File: src/rtl/blk66_frame_rx.sv
module blk66_frame_rx #(
  parameter int          DATA_W   = 64,
  parameter logic [7:0]  SEP_TYPE = 8'h1E,
  parameter int          MAX_SEP  = 6
) (
  input  logic                clk,
  input  logic                rst_n,
  input  logic                blk_valid,
  input  logic [1:0]          blk_hdr,
  input  logic [DATA_W-1:0]   blk_payload,
  output logic                m_tvalid,
  output logic [DATA_W-1:0]   m_tdata,
  output logic [DATA_W/8-1:0] m_tkeep,
  output logic                m_tlast,
  output logic                err
);
  localparam int BYTES = DATA_W / 8;
  localparam int SEP_BYTES = BYTES - 2;

  logic [7:0] ctype, cnt_raw, cnt;
  logic is_data, is_sep, bad_hdr, cnt_over, push, close0;
  logic [DATA_W-1:0] sep_data, new_data, hold_data;
  logic [BYTES-1:0]  sep_keep, new_keep, hold_keep;
  logic hold_v, hold_last;

  assign ctype    = blk_payload[7:0];
  assign cnt_raw  = blk_payload[15:8];
  assign is_data  = blk_valid && blk_hdr == 2'b01;
  assign is_sep   = blk_valid && blk_hdr == 2'b10 && ctype == SEP_TYPE;
  assign bad_hdr  = blk_valid && (blk_hdr == 2'b00 || blk_hdr == 2'b11);
  assign cnt_over = is_sep && cnt_raw > 8'(MAX_SEP);
  assign cnt      = cnt_over ? 8'(MAX_SEP) : cnt_raw;

  for (genvar i = 0; i < BYTES; i++) begin : g_sep
    assign sep_keep[i] = 8'(i) < cnt;
    if (i < SEP_BYTES) begin : g_b
      assign sep_data[8*i +: 8] = (8'(i) < cnt) ? blk_payload[8*(i+2) +: 8] : 8'h00;
    end else begin : g_z
      assign sep_data[8*i +: 8] = 8'h00;
    end
  end

  assign push     = is_data || (is_sep && cnt != 8'd0);
  assign close0   = is_sep && cnt == 8'd0;
  assign new_data = is_data ? blk_payload : sep_data;
  assign new_keep = is_data ? {BYTES{1'b1}} : sep_keep;

  always_ff @(posedge clk or negedge rst_n) begin
    if (!rst_n) begin
      m_tvalid  <= 1'b0;
      m_tdata   <= '0;
      m_tkeep   <= '0;
      m_tlast   <= 1'b0;
      err       <= 1'b0;
      hold_v    <= 1'b0;
      hold_last <= 1'b0;
      hold_data <= '0;
      hold_keep <= '0;
    end else begin
      m_tvalid <= 1'b0;
      err      <= bad_hdr || cnt_over;
      if (push) begin
        if (hold_v) begin
          m_tvalid <= 1'b1;
          m_tdata  <= hold_data;
          m_tkeep  <= hold_keep;
          m_tlast  <= hold_last;
        end
        hold_v    <= 1'b1;
        hold_last <= !is_data;
        hold_data <= new_data;
        hold_keep <= new_keep;
      end else if (hold_v && (close0 || hold_last)) begin
        m_tvalid <= 1'b1;
        m_tdata  <= hold_data;
        m_tkeep  <= hold_keep;
        m_tlast  <= 1'b1;
        hold_v   <= 1'b0;
      end
    end
  end
endmodule

File: config.mk
export PLATFORM = sky130hd
export DESIGN_NAME = blk66_frame_rx
export DESIGN_NICKNAME = d
export VERILOG_FILES = /design/src/rtl/blk66_frame_rx.sv
export SDC_FILE = /design/constraint.sdc
export NUM_CORES = 1
export LEC_CHECK = 0
export ABC_AREA = 1
export BUFFER_PORTS_ARGS = -buffer_cell sky130_fd_sc_hd__buf_2
export CORE_MARGIN = 2
export CORE_UTILIZATION = 40
export CTS_CLUSTER_DIAMETER = 150
export DETAILED_ROUTE_END_ITERATION = 8
export PLACE_DENSITY_LB_ADDON = 0.2
export SLEW_MARGIN = 0
export SYNTH_ARGS = -nofsm -noshare
export SYNTH_HDL_FRONTEND = slang
export SYNTH_SLANG_ARGS = --single-unit
File: constraint.sdc
create_clock -name clk -period 1.5 [get_ports clk]
set_input_delay 0.225 -clock clk [delete_from_list [all_inputs] [get_ports clk]]
set_output_delay 0.225 -clock clk [all_outputs]
set_load 0.01 [all_outputs]
==> results_dict.tcl <==
set metrics [dict create \
    synth_cell_types 25 \
    synth_area_leaders "dfrtp_1 (57%), nand2_1 (20%), inv_1 (3.9%)" \
    yosysTopAreaCellShare_pct 57.3 \
    grt_overflow 0 \
    routedWlPerCell_um 14.9 \
    pin_count 144 \
    synth_seq_cells 149 \
    die_y_um 132 \
    num_vias 5498 \
    root_buffer "clkbuf_16" \
    htree_levels 4 \
    layout_commonest_cell "nand2_1" \
    ys_seq_area_share_pct 57.3 \
    startpoint_type "register" \
    status "finished, final reports clean" \
    skew_ps 7.30 \
    syn-num-nets 836 \
    worst_skew_pair.late_latency_ps 420 \
    final_antenna_net_count 0 \
    final_hold_viol_count 0 \
    portBuffers 143 \
    cp.required_ps 1820 \
    setup_viol 0 \
    worst_pin_slew_ps 355 \
    syn_avg_cell_area_um2 8.51 \
    holdCritPathClass "in -> reg" \
    hpwl_mm 12.8 \
    power_density_nw_per_um2 1630 \
    vdd_drop_max_mv 0.698 \
    cts_setup_buffers 0 \
    clkSinkCount 149 \
    die_x_um 132 \
    ctsResizeCount 0 \
    slew_headroom_pct 76.1 \
    grt_pass1_vias 5418 \
    gp_congestion 0.801 \
    grt_max_degree 58 \
    final_cell_mix "nand2_1 (344), dfrtp_1 (149), buf_2 (142)" \
    clockBufferDepth 2 \
    dp.cells 1136 \
    period_needed_ps 1300 \
    cts_tree "yes" \
    final_cells 1168 \
    syn_inst 765 \
    die-area_um2 17300 \
    drive_above_1_share_pct 27.9 \
    antenna_found_initial 0 \
    grt_util_all_layers_pct 21.0 \
    grt_pass1_wl_mm 28.5 \
    first_pass_iters 5 \
    drcViolationCount 0 \
    period_share_pct 86.9 \
    power.total_mw 13.8 \
    leakage_nw 4.66 \
    drv_cap 0 \
    coreArea_um2 15900 \
    viasPerCell 4.71 \
    finalMaxSlewViolations 0 \
    setup_tns_ps 0 \
    antenna_cells 0 \
    cts_hold_buf 1 \
    synth_largest_area_cell "dfrtp_1" \
    cts_buffers 17 \
    start_util_pct 41.0 \
    worst_ep_arrival_time_ps 1630 \
    cp-end-kind "register" \
    fin_nets 1011 \
    worstPathMaxFanout 57 \
    syn_to_final_growth_pct 30.4 \
    wirelength_mm 17.5 \
    rows 46 \
    synth_area_um2 6510 \
    rsz0062_at_grt "no" \
    clock.fmax_ghz 0.767 \
    yosysWarnings 0 \
    whs_ps 34.9 \
    drt_iter0_drc 345 \
    worstSetupPathType "reg -> reg" \
    clkTransAtPathRegs_ps 60 \
]
[metal layers]
layer | up-vias | wire (um) | track usage [%]
met5 | - | 0 | 0
met1 | 2577 | 8470 | 30.3
met3 | 12 | 1150 | 5.17
met2 | 185 | 7670 | 31.6
li1 | 2724 | - | -
met4 | 0 | 166 | 5.25
[report_power, final]
group | switching [mW] | internal, mW
registers | 0.607 | 5.15
clock network | 1.63 | 3.37
logic | 1.74 | 1.30
[layout make-up]
class | count | area, um^2
Fill cell | 1566 | 7390
Clock buffer | 22 | 464
Multi-Input combinational cell | 507 | 2270
Clock inverter | 9 | 223
Sequential cell | 149 | 3730
Inverter | 70 | 263
Tap cell | 216 | 270
Timing Repair Buffer | 195 | 1280
[Yosys cell counts, drive strengths merged]
cell type / count
o21ai: 63
o22ai: 8
nor2: 23
nand2: 350
nand4: 3
nand3: 50
nor3: 2
a21oi: 5
clkbuf: 12
ha: 2
buf: 27
a211oi: 1
inv: 70
dfrtp: 149
[sequential cells by signal (all words and copies together), names as in the netlist]
signal     flops
hold_v         1
m_tlast        1
m_tkeep        8
m_tvalid       1
m_tdata       64
err            1
hold_data     64
hold_keep      8
hold_last      1
[cells by family (layout without fill, tap and decap cells)]
group                    after synthesis  in the layout  synth area share (%)
AND/OR/NAND/NOR                      428            428                  26.6
flip-flops                           149            149                  57.3
buffers and inverters                109            296                  8.05
adder cells (fa/ha/maj)                2              2                 0.384
AO/OA/AOI/OAI                         77             77                  7.69
[worst max-delay path, cell delays in order (launching register included)]
cell	delay (ps)
dfrtp_1	360
inv_1	120
nand3_2	110
nand2_4	140
buf_12	270
nand2_1	90
nand2_1	80
inv_1	40
[final timing paths]
check	startpoint	to	slack [ps]	depth (start not counted)
max	hold_last$_DFFE_PN0P_	m_tlast$_DFFE_PN0P_	200	7
min	blk_payload[58]	hold_data[58]$_DFFE_PN0P_	30	3
max reg2reg	hold_last$_DFFE_PN0P_	m_tlast$_DFFE_PN0P_	200	7
min reg2reg	hold_data[44]$_DFFE_PN0P_	m_tdata[44]$_DFFE_PN0P_	470	2
max in group asynchronous	rst_n	hold_data[61]$_DFFE_PN0P_	620	3
min in group asynchronous	rst_n	m_tdata[3]$_DFFE_PN0P_	260	2
[per-stage QoR]
step | setup slack (ps) | util, % | instance area (um^2)
after CTS | 192 | 53.5 | 8490
after floorplan | 37.9 | - | 6510
final | 197 | 53.5 | 8490
after global routing | 87.3 | 53.5 | 8490
after global placement | -144 | 49.1 | 7790
after detailed placement | -186 | 49.1 | 7790
Note: power is estimated with default switching activity, not from simulation.
